`config.mk`:
```
export PLATFORM = sky130hd
export DESIGN_NAME = stereo_route_mute
export DESIGN_NICKNAME = d
export VERILOG_FILES = /design/src/rtl/stereo_route_pkg.sv /design/src/rtl/chan_select.sv /design/src/rtl/zero_run_tracker.sv /design/src/rtl/stereo_route_mute.sv
export SDC_FILE = /design/constraint.sdc
export NUM_CORES = 1
export LEC_CHECK = 0
export ABC_AREA = 1
export BUFFER_PORTS_ARGS = -buffer_cell sky130_fd_sc_hd__buf_2
export CORE_ASPECT_RATIO = 1.4
export CORE_MARGIN = 2
export CORE_UTILIZATION = 55
export DETAILED_ROUTE_END_ITERATION = 16
export MAX_ROUTING_LAYER = met4
export PLACE_DENSITY = 0.86
export SLEW_MARGIN = 20
export SYNTH_ARGS = -nofsm -noshare
export SYNTH_HDL_FRONTEND = slang
export SYNTH_SLANG_ARGS = --single-unit
```
`constraint.sdc`:
```
create_clock -name clk -period 2.45 [get_ports clk]
set_clock_uncertainty 0.05 [all_clocks]
set_input_delay 0.1225 -clock clk [delete_from_list [all_inputs] [get_ports clk]]
set_output_delay 0.1225 -clock clk [all_outputs]
set_load 0.01 [all_outputs]
```
`src/rtl/stereo_route_pkg.sv`:
```
package stereo_route_pkg;

  typedef enum logic [1:0] {
    SRC_MUTE  = 2'b00,
    SRC_LEFT  = 2'b01,
    SRC_RIGHT = 2'b10,
    SRC_MIX   = 2'b11
  } src_sel_e;

  localparam int SEL_W = 2;
  localparam int N_OUT = 2;

endpackage

```
`src/rtl/chan_select.sv`:
```
module chan_select
  import stereo_route_pkg::*;
#(
  parameter int DATA_W = 24
) (
  input  logic [SEL_W-1:0]         sel_i,
  input  logic signed [DATA_W-1:0] left_i,
  input  logic signed [DATA_W-1:0] right_i,
  output logic signed [DATA_W-1:0] word_o
);

  // Mean of two words: widen by one bit, add, drop the LSB (floor).
  function automatic logic signed [DATA_W-1:0] half_sum(
    input logic signed [DATA_W-1:0] a,
    input logic signed [DATA_W-1:0] b
  );
    logic signed [DATA_W:0] s;
    s = {a[DATA_W-1], a} + {b[DATA_W-1], b};
    return s[DATA_W:1];
  endfunction

  src_sel_e                 src;
  logic signed [DATA_W-1:0] mix_w;
  logic signed [DATA_W-1:0] lo_w;
  logic signed [DATA_W-1:0] hi_w;

  assign src   = src_sel_e'(sel_i);
  assign mix_w = half_sum(left_i, right_i);
  assign lo_w  = (left_i < right_i) ? left_i : right_i;
  assign hi_w  = (left_i < right_i) ? right_i : left_i;

  always_comb begin
    case (src)
      SRC_MUTE:  word_o = '0;
      SRC_LEFT:  word_o = left_i;
      SRC_RIGHT: word_o = right_i;
      SRC_MIX:   word_o = mix_w;
      default:   word_o = '0;
    endcase
  end


  always_comb begin
    if (src == SRC_MIX) begin
      mix_bounded_chk: assert (word_o >= lo_w && word_o <= hi_w);
    end
  end

endmodule

```
`src/rtl/zero_run_tracker.sv`:
```
module zero_run_tracker #(
  parameter int RUN_LEN = 1024,
  localparam int CNT_W  = $clog2(RUN_LEN + 1)
) (
  input  logic             clk,
  input  logic             rst_n,
  input  logic             en_i,
  input  logic             stb_i,
  input  logic             zero_i,
  output logic             hit_o,
  output logic [CNT_W-1:0] run_cnt_o
);

  localparam logic [CNT_W-1:0] LIMIT = CNT_W'(RUN_LEN);

  logic [CNT_W-1:0] cnt_q;
  logic [CNT_W-1:0] cnt_next;
  logic             run_break;
  logic             run_step;

  assign run_break = !en_i || (stb_i && !zero_i);
  assign run_step  = stb_i && zero_i && (cnt_q != LIMIT);

  always_comb begin
    if (run_break)     cnt_next = '0;
    else if (run_step) cnt_next = cnt_q + 1'b1;
    else               cnt_next = cnt_q;
  end

  always_ff @(posedge clk) begin
    if (!rst_n) cnt_q <= '0;
    else        cnt_q <= cnt_next;
  end

  assign hit_o     = (cnt_next == LIMIT);
  assign run_cnt_o = cnt_q;


  cnt_saturate_chk: assert property (@(posedge clk) disable iff (!rst_n)
    cnt_q <= LIMIT);


  en_clear_chk: assert property (@(posedge clk) disable iff (!rst_n)
    !en_i |=> cnt_q == '0);


  cnt_step_chk: assert property (@(posedge clk) disable iff (!rst_n)
    (en_i && stb_i && zero_i && cnt_q < LIMIT) |=> cnt_q == $past(cnt_q) + 1'b1);


  nonzero_clear_chk: assert property (@(posedge clk) disable iff (!rst_n)
    (stb_i && !zero_i) |=> cnt_q == '0);

endmodule

```
`src/rtl/stereo_route_mute.sv`:
```
module stereo_route_mute
  import stereo_route_pkg::*;
#(
  parameter int DATA_W  = 24,
  parameter int RUN_LEN = 1024,
  localparam int CFG_W  = SEL_W * N_OUT,
  localparam int CNT_W  = $clog2(RUN_LEN + 1)
) (
  input  logic                     clk,
  input  logic                     rst_n,
  input  logic                     frame_stb,
  input  logic [CFG_W-1:0]         route_cfg,
  input  logic                     zmute_en,
  input  logic signed [DATA_W-1:0] in_left,
  input  logic signed [DATA_W-1:0] in_right,
  output logic signed [DATA_W-1:0] out_left,
  output logic signed [DATA_W-1:0] out_right,
  output logic                     pair_muted
);

  logic signed [DATA_W-1:0] routed [N_OUT];
  logic                     frame_zero;
  logic                     run_hit;
  logic [CNT_W-1:0]         run_cnt;

  // Index 0 feeds the left output, index 1 the right output.
  for (genvar g = 0; g < N_OUT; g++) begin : g_sel
    chan_select #(.DATA_W(DATA_W)) u_sel (
      .sel_i  (route_cfg[g*SEL_W +: SEL_W]),
      .left_i (in_left),
      .right_i(in_right),
      .word_o (routed[g])
    );
  end

  assign frame_zero = (in_left == '0) && (in_right == '0);

  zero_run_tracker #(.RUN_LEN(RUN_LEN)) u_run (
    .clk      (clk),
    .rst_n    (rst_n),
    .en_i     (zmute_en),
    .stb_i    (frame_stb),
    .zero_i   (frame_zero),
    .hit_o    (run_hit),
    .run_cnt_o(run_cnt)
  );

  always_ff @(posedge clk) begin
    if (!rst_n) begin
      out_left   <= '0;
      out_right  <= '0;
      pair_muted <= 1'b0;
    end else if (frame_stb) begin
      pair_muted <= run_hit;
      out_left   <= run_hit ? '0 : routed[0];
      out_right  <= run_hit ? '0 : routed[1];
    end
  end


  muted_silent_chk: assert property (@(posedge clk) disable iff (!rst_n)
    pair_muted |-> (out_left == '0 && out_right == '0));


  release_chk: assert property (@(posedge clk) disable iff (!rst_n)
    (frame_stb && !frame_zero) |=> !pair_muted);


  disabled_chk: assert property (@(posedge clk) disable iff (!rst_n)
    (frame_stb && !zmute_en) |=> !pair_muted);


  hold_chk: assert property (@(posedge clk) disable iff (!rst_n)
    !frame_stb |=> ($stable(out_left) && $stable(out_right) && $stable(pair_muted)));


  mute_needs_full_run_chk: assert property (@(posedge clk) disable iff (!rst_n)
    (frame_stb && run_hit) |-> (run_cnt >= CNT_W'(RUN_LEN - 1)));

endmodule

```
==> results of run 1 <==
per-stage QoR:
stage	instances	util, %	cell area (um^2)
after floorplan	855	-	5070
after global placement	1054	64.0	5750
after detailed placement	1054	64.0	5750
after CTS	1069	67.1	6020
after global routing	1070	67.4	6050
final	1070	67.4	6050
timing repair:
action / 4_1_cts / 5_1_grt
gates resized for setup: 0 / 2
setup endpoints to repair: 0 / 47
hold buffers: 0 / 0
hold endpoints to repair: 0 / 0
cell usage in the layout (no fill, tap or decap), types with 3 or more instances in the layout:
| cell | netlist | routed |
|---|---|---|
| a31oi_1 | 22 | 22 |
| nand3b_1 | 3 | 3 |
| a21o_1 | 3 | 3 |
| buf_2 | 3 | 104 |
| clkinv_2 | 1 | 3 |
| buf_4 | 1 | 21 |
| nand4_1 | 7 | 7 |
| o21ai_0 | 16 | 16 |
| nand2_1 | 273 | 273 |
| nor3_1 | 9 | 8 |
| clkbuf_16 | 0 | 10 |
| nand3_1 | 50 | 49 |
| xor2_1 | 17 | 17 |
| dfxtp_1 | 60 | 60 |
| nand3_2 | 2 | 3 |
| nor2_1 | 76 | 76 |
| a21oi_2 | 12 | 12 |
| ha_1 | 25 | 25 |
| nand2_2 | 11 | 11 |
| o22ai_1 | 24 | 24 |
| a21oi_1 | 95 | 95 |
| nor2_2 | 4 | 4 |
| inv_1 | 97 | 97 |
layer usage:
layer  vias up  share of wire [%]  track usage [%]
met4         0                4.9             18.5
met1      2728                 39             40.0
met5         -                  0                -
li1       3000                  -                -
met2       325                 49             55.2
met3        69                7.2             3.93
logic make-up after synthesis:
| family | share of synthesized area (%) |
|---|---|
| xor+xnor | 3.28 |
| buf+inv | 10.4 |
| simple gates | 35.8 |
| compound gates | 20.2 |
| fa+ha+maj | 6.57 |
| flops | 23.7 |
cell type report:
| cell class | count | area (um^2) |
|---|---|---|
| clock buffers | 13 | 260 |
| clock inverters | 2 | 10.0 |
| fillers | 879 | 2920 |
| inverters | 100 | 377 |
| multi-input cells | 661 | 3350 |
| flip-flops and latches | 60 | 1200 |
| well taps | 107 | 134 |
| repair buffers | 127 | 723 |
power by group:
group	internal, W	switching (W)	total, W
Sequential	0.00102	0.0000251	0.00105
Combinational	0.000304	0.000551	0.000854
Clock	0.000728	0.000396	0.00112
Total	0.00206	0.000972	0.00303
final timing paths:
path / end / slack [ps] / cells past startpoint
worst min-delay path: pair_muted / 20 / 3
worst min register to register: out_right[2] / 410 / 2
worst max-delay path: out_left[7] / 170 / 15
worst max register to register: out_left[7] / 170 / 15
state kept, by name (all words and copies together), names as in the netlist:
name	flops
out_left	24
u_run.run_cnt_o	11
pair_muted	1
out_right	24
tightest hold or removal path, delay by kind of cell:
family	cells	cell delay, ps
AOI/OAI and AO/OA	2	110
buffers and inverters	1	110
==> results.sh, run 1 <==
export IMPL_status="finished, final reports clean"
export IMPL_dr_first_iter_drc_count=580
export IMPL_clock_sinks=60
export IMPL_cts_clk_slew_worst_paths_ps=50
export IMPL_fp_dieW_um=85.1
export IMPL_worstReg2RegStart="u_run.run_cnt_o[0]"
export IMPL_gp_congestion=0.997
export IMPL_slew_headroom_pct=40.3
export IMPL_pin_count=105
export IMPL_irDropWorstVdd_v=0.000535
export IMPL_finalWirelength_um=16800
export IMPL_worst_setup_path_end_kind="register"
export IMPL_worstPathArrival_ps=2410
export IMPL_crit_start="u_run.run_cnt_o[0]"
export IMPL_maxCapViolCount=0
export IMPL_synth_cell_types=35
export IMPL_hold_violations=0
export IMPL_clock_fmax_ghz=0.438
export IMPL_fin_nets=1041
export IMPL_worst_path_largest_cell_delay_ps=320
export IMPL_worstSetupPathType="reg -> reg"
export IMPL_setup_viol=0
export IMPL_setup_tns_ps=0
export IMPL_hold_start="rst_n"
export IMPL_power_density_mw_per_mm2=500
export IMPL_start_util_pct=56.4
export IMPL_vias_per_cell=5.72
export IMPL_synthDominantAreaCellType="dfxtp_1"
export IMPL_cpMostUsedCell="nand2_1"
export IMPL_vias=6122
export IMPL_grt_max_degree=50
export IMPL_synthArstFlopShare_pct=0
export IMPL_netlist_area_mm2=0.00507
export IMPL_firstDrtPassIters=5
export IMPL_timing_final_crit_share_pct=93.1
export IMPL_hp_class="in -> reg"
export IMPL_row_count=41
export IMPL_cp_top_family="simple AND/OR/NAND/NOR gates"
export IMPL_port_buffers=104
export IMPL_yosys_most_used_dff="dfxtp_1"
export IMPL_diodes=0
export IMPL_wl_per_cell_um=15.7
export IMPL_worstPathCellList="inv_1, ha_1, nand2_1, nor3_2, nand3_2, nand3_4, buf_4, nand2_1, nand3_1, nand3_1, nor2_1, nand3_2, clkbuf_16, nand2_1, a21oi_1"
export IMPL_ant_nets=0
export IMPL_core_mm2=0.00898
export IMPL_track_usage_pct=33.8
export IMPL_drive_gt1_share_pct=18.3
export IMPL_ys_warn_count=0
export IMPL_cts_max_level=3
export IMPL_total_power_w=0.00303
export IMPL_synth_edf_count=0
export IMPL_cts_tree="done"
export IMPL_grt_setup_unrepaired="no"
export IMPL_yosysTopAreaCellShare_pct=23.7
export IMPL_clockBufferDepth=2
export IMPL_clk_root_buffer_cell="clkbuf_16"
export IMPL_dp_hpwl_um=13000
export IMPL_area_growth_pct=19.5
export IMPL_postCtsSetupBuffers=0
export IMPL_cellLeakagePower_nw=2.83
export IMPL_antenna_found_initial=0
export IMPL_grt_pass1_wl_um=26500
export IMPL_grt_pass1_vias=5605
export IMPL_drc=0
export IMPL_synthesis_nets=937
export IMPL_grt_ovfl_total=0
export IMPL_holdWs_ps=20.6
export IMPL_start_kind="register"
export IMPL_synth_yosys_seq_area_share_pct=23.7
export IMPL_crit_path_top_delay_cell="dfxtp_1"
export IMPL_design_die_area_mm2=0.0100
export IMPL_yosysMostFrequentCell="nand2_1"
export IMPL_final_max_slew_viol_count=0
export IMPL_worst_ep_required_time_ps=2580
export IMPL_clk_latency_ps=320
export IMPL_die_y_um=118
export IMPL_setup_slack_ps=169
export IMPL_synth_area_leaders="dfxtp_1, nand2_1, a21oi_1"
export IMPL_worst_pin_slew_ps=894
export IMPL_dp_slack_ps=59.5
export IMPL_postSynthAreaPerCell_um2=5.93
export IMPL_synthCells=855
export IMPL_cts_buffers=9
export IMPL_synth_seq_cells=60
export IMPL_cp_buffers_inverters=3
export IMPL_finalCriticalPeriod_ps=2280
export IMPL_synthTopCellsByCount="nand2_1, inv_1, a21oi_1, nor2_1, dfxtp_1"
export IMPL_path_max_fanout=24
Note: power is estimated with default switching activity, not from simulation.
==> run 2, diff against run 1 <==
- CORE_UTILIZATION: 55 -> 61
- PLACE_DENSITY: 0.86 -> 0.94
- clock period: 2.45 -> 2.75 ns (I/O delays scaled with it)
==> run 2 against run 1 <==
  * Combinational power fell by 9.7%
  * Cell count is 1.7% lower
  * Power shrank 8.2%
  * Setup slack better by 190 ps
  * Clock-buffer cell count is 1 lower
  * Utilization increased by 5.9 points
  * Non-clock buffer count decreased by 14
  * Maximum frequency down 4.7%
==> results.sh, run 2 (synthesis results as in run 1) <==
export IMPL_irDropWorstVdd_v=0.000418
export IMPL_clock_sinks=60
export IMPL_slew_headroom_pct=27.7
export IMPL_drive_gt1_share_pct=17.3
export IMPL_hold_violations=0
export IMPL_netSwitchingFraction_pct=33.4
export IMPL_clock_fmax_ghz=0.418
export IMPL_worstPathCellList="inv_1, ha_1, nand2_1, nor3_1, nand3_2, nand3_4, clkinv_2, o211ai_1, nor2_1, nand3_2, buf_12, nand2_1, a21oi_1"
export IMPL_clk_latency_ps=330
export IMPL_crit_path_top_delay_cell="dfxtp_1"
export IMPL_finalCriticalPeriod_ps=2390
export IMPL_port_buffers=104
export IMPL_reg2reg_depth=13
export IMPL_hp_class="in -> reg"
export IMPL_holdWs_ps=41.8
export IMPL_worstSetupPathType="reg -> reg"
export IMPL_dr_first_iter_drc_count=891
export IMPL_setup_viol=0
export IMPL_final_common_cell="nand2_1"
export IMPL_fin_nets=1027
export IMPL_grt_ovfl_total=0
export IMPL_wl_per_cell_um=16.4
export IMPL_timing_final_crit_share_pct=87.0
export IMPL_worst_ep_required_time_ps=2940
export IMPL_worstPathArrival_ps=2580
export IMPL_setup_slack_ps=356
export IMPL_seqPwrFrac_pct=33.6
export IMPL_grt_setup_unrepaired="no"
export IMPL_start_kind="register"
export IMPL_firstDrtPassIters=6
export IMPL_cts_buffers=9
export IMPL_status="finished, final reports clean"
export IMPL_dpl_cell_count=1036
export IMPL_track_usage_pct=39.5
export IMPL_worst_pin_slew_ps=1080
export IMPL_path_max_fanout=49
export IMPL_pin_count=105
export IMPL_min_delay_path_depth=3
export IMPL_rrSetupSlack_ps=360
export IMPL_fp_dieW_um=81.0
export IMPL_grt_pass1_wl_um=27400
export IMPL_gp_congestion=1.03
export IMPL_p_int_w=0.00185
export IMPL_clockBufferDepth=2
export IMPL_postCtsSetupBuffers=0
export IMPL_ant_nets=0
export IMPL_cts_max_level=3
export IMPL_dp_hpwl_um=12800
export IMPL_layout_common_cells="nand2_1, buf_2, inv_1"
export IMPL_row_count=39
export IMPL_cts_tree="done"
export IMPL_finalNonFillerCells=1052
export IMPL_clk_root_buffer_cell="clkbuf_16"
export IMPL_core_mm2=0.00810
export IMPL_cts_clk_slew_worst_paths_ps=50
export IMPL_worst_setup_path_end_kind="register"
export IMPL_diodes=0
export IMPL_power_density_mw_per_mm2=468
export IMPL_area_growth_pct=17.2
export IMPL_grt_pass1_vias=5684
export IMPL_maxCapViolCount=0
export IMPL_cellLeakagePower_nw=2.76
export IMPL_final_max_slew_viol_count=0
export IMPL_combPwrFrac_pct=27.7
export IMPL_grt_max_degree=60
export IMPL_drc=0
export IMPL_design_die_area_mm2=0.00906
export IMPL_power_frac_clock_pct=38.6
export IMPL_switchingPower_w=0.000928
export IMPL_start_util_pct=62.6
export IMPL_antenna_found_initial=0
export IMPL_die_y_um=112
export IMPL_setup_tns_ps=0
export IMPL_finalWirelength_um=17200
export IMPL_vias=6191
export IMPL_vias_per_cell=5.88
export IMPL_dp_slack_ps=269
export IMPL_worst_path_largest_cell_delay_ps=370
[run 2: power groups by stage]
| stage | Combinational (W) | Sequential, W | Clock [W] |
|---|---|---|---|
| 2_1_floorplan | 0.000469 | 0.000966 | 0 |
| 3_3_place_gp | 0.000738 | 0.000949 | 0 |
| 3_5_place_dp | 0.000743 | 0.000950 | 0 |
| 4_1_cts | 0.000750 | 0.000934 | 0.00107 |
| 5_1_grt | 0.000843 | 0.000937 | 0.00112 |
| 6_report | 0.000771 | 0.000935 | 0.00107 |
[run 2: metrics by stage]
stage / power [W] / utilization (%) / cell area (um^2)
after floorplan: 0.00143 / - / 5070
final: 0.00278 / 73.3 / 5940
after global placement: 0.00169 / 69.7 / 5650
after CTS: 0.00275 / 73.3 / 5930
after global routing: 0.00290 / 73.3 / 5940
after detailed placement: 0.00169 / 69.7 / 5650
[run 2: worst paths after layout]
path                            from            end
setup / recovery  u_run.run_cnt_o[0]  out_right[10]
hold / removal                 rst_n     pair_muted
hold reg to reg         out_right[8]   out_right[8]
setup reg to reg  u_run.run_cnt_o[0]  out_right[10]
[run 2: layout make-up]
class	instances	area [um^2]
Clock buffer	12	267
Clock inverter	4	22.5
Fill cell	687	2160
Inverter	100	377
Multi-Input combinational cell	661	3340
Sequential cell	60	1200
Tap cell	102	128
Timing Repair Buffer	113	601
[run 2: timing repair]
| action | 4_1_cts | 5_1_grt |
|---|---|---|
| gates resized for setup | 0 | 1 |
| endpoints found under the hold margin | 0 | 0 |
| endpoints found under the setup margin | 0 | 1 |
| hold buffers | 0 | 0 |
[run 2: routing by layer]
layer	part of all wire (%)	global-route usage, %
met3	9.6	5.67
met5	0	-
met4	4.6	17.4
met2	48	64.1
met1	38	47.9
[run 2: critical path, delay by kind of cell (launching register included)]
kind	cells	cell delay (ps)
AND/OR/NAND/NOR	7	850
AO/OA/AOI/OAI	2	390
buffers and inverters	3	470
flip-flops	1	370
adder cells (fa/ha/maj)	1	160
==> run 3, diff against run 2 <==
- CAP_MARGIN: default -> 0
- CELL_PAD_IN_SITES_DETAIL_PLACEMENT: default -> 0
- CELL_PAD_IN_SITES_GLOBAL_PLACEMENT: default -> 1
- CORE_UTILIZATION: 61 -> 41
- PLACE_DENSITY: 0.94 -> 0.93
- SLEW_MARGIN: 20 -> default
==> run 3 against run 2 <==
  * Combinational power fell by 1%
  * Cell area rose by 1.4%
  * Flip-flop and latch count unchanged
  * Critical path depth unchanged
  * Setup slack worse by 78 ps
  * Hold slack improved by 2.4 ps
  * First-iteration DRC count is 55% lower
  * Register-to-register slack worse by 80 ps
  * Sequential power is essentially flat
  * Largest cell class unchanged
  * Largest power group unchanged
  * Highest routed layer unchanged
==> results.sh, run 3 (synthesis results as in run 1) <==
export IMPL_worstPathCellList="inv_1, ha_1, nand2_1, nor3_1, nand3_1, nand3_4, clkinv_2, o211ai_1, nor2_1, nand3_2, buf_12, nand2_1, a21oi_1"
export IMPL_fin_nets=1033
export IMPL_final_max_slew_viol_count=0
export IMPL_worst_pin_slew_ps=806
export IMPL_antenna_found_initial=0
export IMPL_dp_hpwl_um=14200
export IMPL_design_die_area_mm2=0.0133
export IMPL_crit_path_top_delay_cell="dfxtp_1"
export IMPL_worstPathArrival_ps=2670
export IMPL_vias_per_cell=5.37
export IMPL_dpl_cell_count=1090
export IMPL_cp_buffers_inverters=3
export IMPL_drive_gt1_share_pct=17.3
export IMPL_grt_max_degree=50
export IMPL_start_kind="register"
export IMPL_dr_first_iter_drc_count=402
export IMPL_row_count=48
export IMPL_gp_congestion=1.06
export IMPL_ctsHoldBuffers=0
export IMPL_post_cts_resize_count=0
export IMPL_maxCapViolCount=0
export IMPL_setup_tns_ps=0
export IMPL_fp_dieW_um=98.0
export IMPL_timing_final_crit_share_pct=89.9
export IMPL_grt_pass1_wl_um=28500
export IMPL_worst_ep_required_time_ps=2950
export IMPL_clk_latency_ps=320
export IMPL_holdWs_ps=44.2
export IMPL_clockBufferDepth=2
export IMPL_fillerInstances=1332
export IMPL_ant_nets=0
export IMPL_die_y_um=136
export IMPL_worstSetupPathType="reg -> reg"
export IMPL_diodes=0
export IMPL_cts_clk_slew_worst_paths_ps=50
export IMPL_hp_class="in -> reg"
export IMPL_irDropWorstVdd_v=0.000284
export IMPL_clock_sinks=60
export IMPL_hold_violations=0
export IMPL_worst_path_largest_cell_delay_ps=370
export IMPL_cts_tree="done"
export IMPL_grt_ovfl_total=0
export IMPL_cpMostUsedCell="nand2_1"
export IMPL_cellLeakagePower_nw=2.78
export IMPL_postCtsSetupBuffers=0
export IMPL_cp_top_family="simple AND/OR/NAND/NOR gates"
export IMPL_port_buffers=104
export IMPL_grt_pass1_vias=5586
export IMPL_vias=5927
export IMPL_start_util_pct=41.6
export IMPL_path_max_fanout=49
export IMPL_clk_root_buffer_cell="clkbuf_16"
export IMPL_drc=0
export IMPL_clock_fmax_ghz=0.405
export IMPL_layout_common_cells="nand2_1, buf_2, inv_1"
export IMPL_final_common_cell="nand2_1"
export IMPL_wl_per_cell_um=16.3
export IMPL_cts_max_level=3
export IMPL_finalNonFillerCells=1104
export IMPL_grt_setup_unrepaired="no"
export IMPL_area_growth_pct=18.9
export IMPL_pin_count=105
export IMPL_slew_headroom_pct=46.2
export IMPL_firstDrtPassIters=5
export IMPL_final_core_util_pct=49.4
export IMPL_finalCriticalPeriod_ps=2470
export IMPL_setup_viol=0
export IMPL_power_density_mw_per_mm2=456
export IMPL_worst_setup_path_end_kind="register"
export IMPL_track_usage_pct=27.7
export IMPL_finalWirelength_um=18000
export IMPL_status="finished, final reports clean"
export IMPL_cts_buffers=9
export IMPL_core_mm2=0.0122
run 3: through the flow:
step	cell area (um^2)	setup WS, ps	power [W]
after floorplan	5070	667	0.00143
after global placement	5750	247	0.00170
after detailed placement	5750	219	0.00170
after CTS	6020	281	0.00274
after global routing	6020	83.6	0.00288
final	6020	278	0.00274
run 3: final timing paths:
path                                    startpoint      endpoint  slack, ps  depth (start not counted)
worst max-delay path            u_run.run_cnt_o[0]   out_left[1]        280                         13
worst min-delay path                         rst_n    pair_muted         40                          3
worst max register to register  u_run.run_cnt_o[0]   out_left[1]        280                         13
worst min register to register        out_right[9]  out_right[9]        410                          2
run 3: final cells by class:
| type | count | area, um^2 | area share (%) |
|---|---|---|---|
| flip-flops and latches | 60 | 1200 | 19.9 |
| well taps | 150 | 188 | 3.12 |
| clock inverters | 3 | 40.0 | 0.665 |
| inverters | 100 | 377 | 6.25 |
| repair buffers | 119 | 646 | 10.7 |
| clock buffers | 11 | 233 | 3.86 |
| multi-input cells | 661 | 3340 | 55.4 |
run 3: worst register-to-register path, delay by kind of cell, from the launching register on:
family                   cells  cell delay (ps)
AND/OR/NAND/NOR              7              930
buffers and inverters        3              460
AO/OA/AOI/OAI                2              420
flip-flops                   1              370
adder cells (fa/ha/maj)      1              160
run 3: power breakdown:
| part | internal (W) | total [W] | switching, W |
|---|---|---|---|
| clock network | 0.000686 | 0.00105 | 0.000361 |
| logic | 0.000265 | 0.000763 | 0.000498 |
| registers | 0.000912 | 0.000935 | 0.0000231 |
| total | 0.00186 | 0.00274 | 0.000882 |
run 3: layer usage:
metal / global-route usage (%) / vias to the layer above / wire length, um
li1: - / 2992 / -
met1: 34.2 / 2665 / 7370
met2: 46.3 / 229 / 8740
met3: 2.99 / 41 / 1290
met4: 11.2 / 0 / 574
met5: - / - / 0
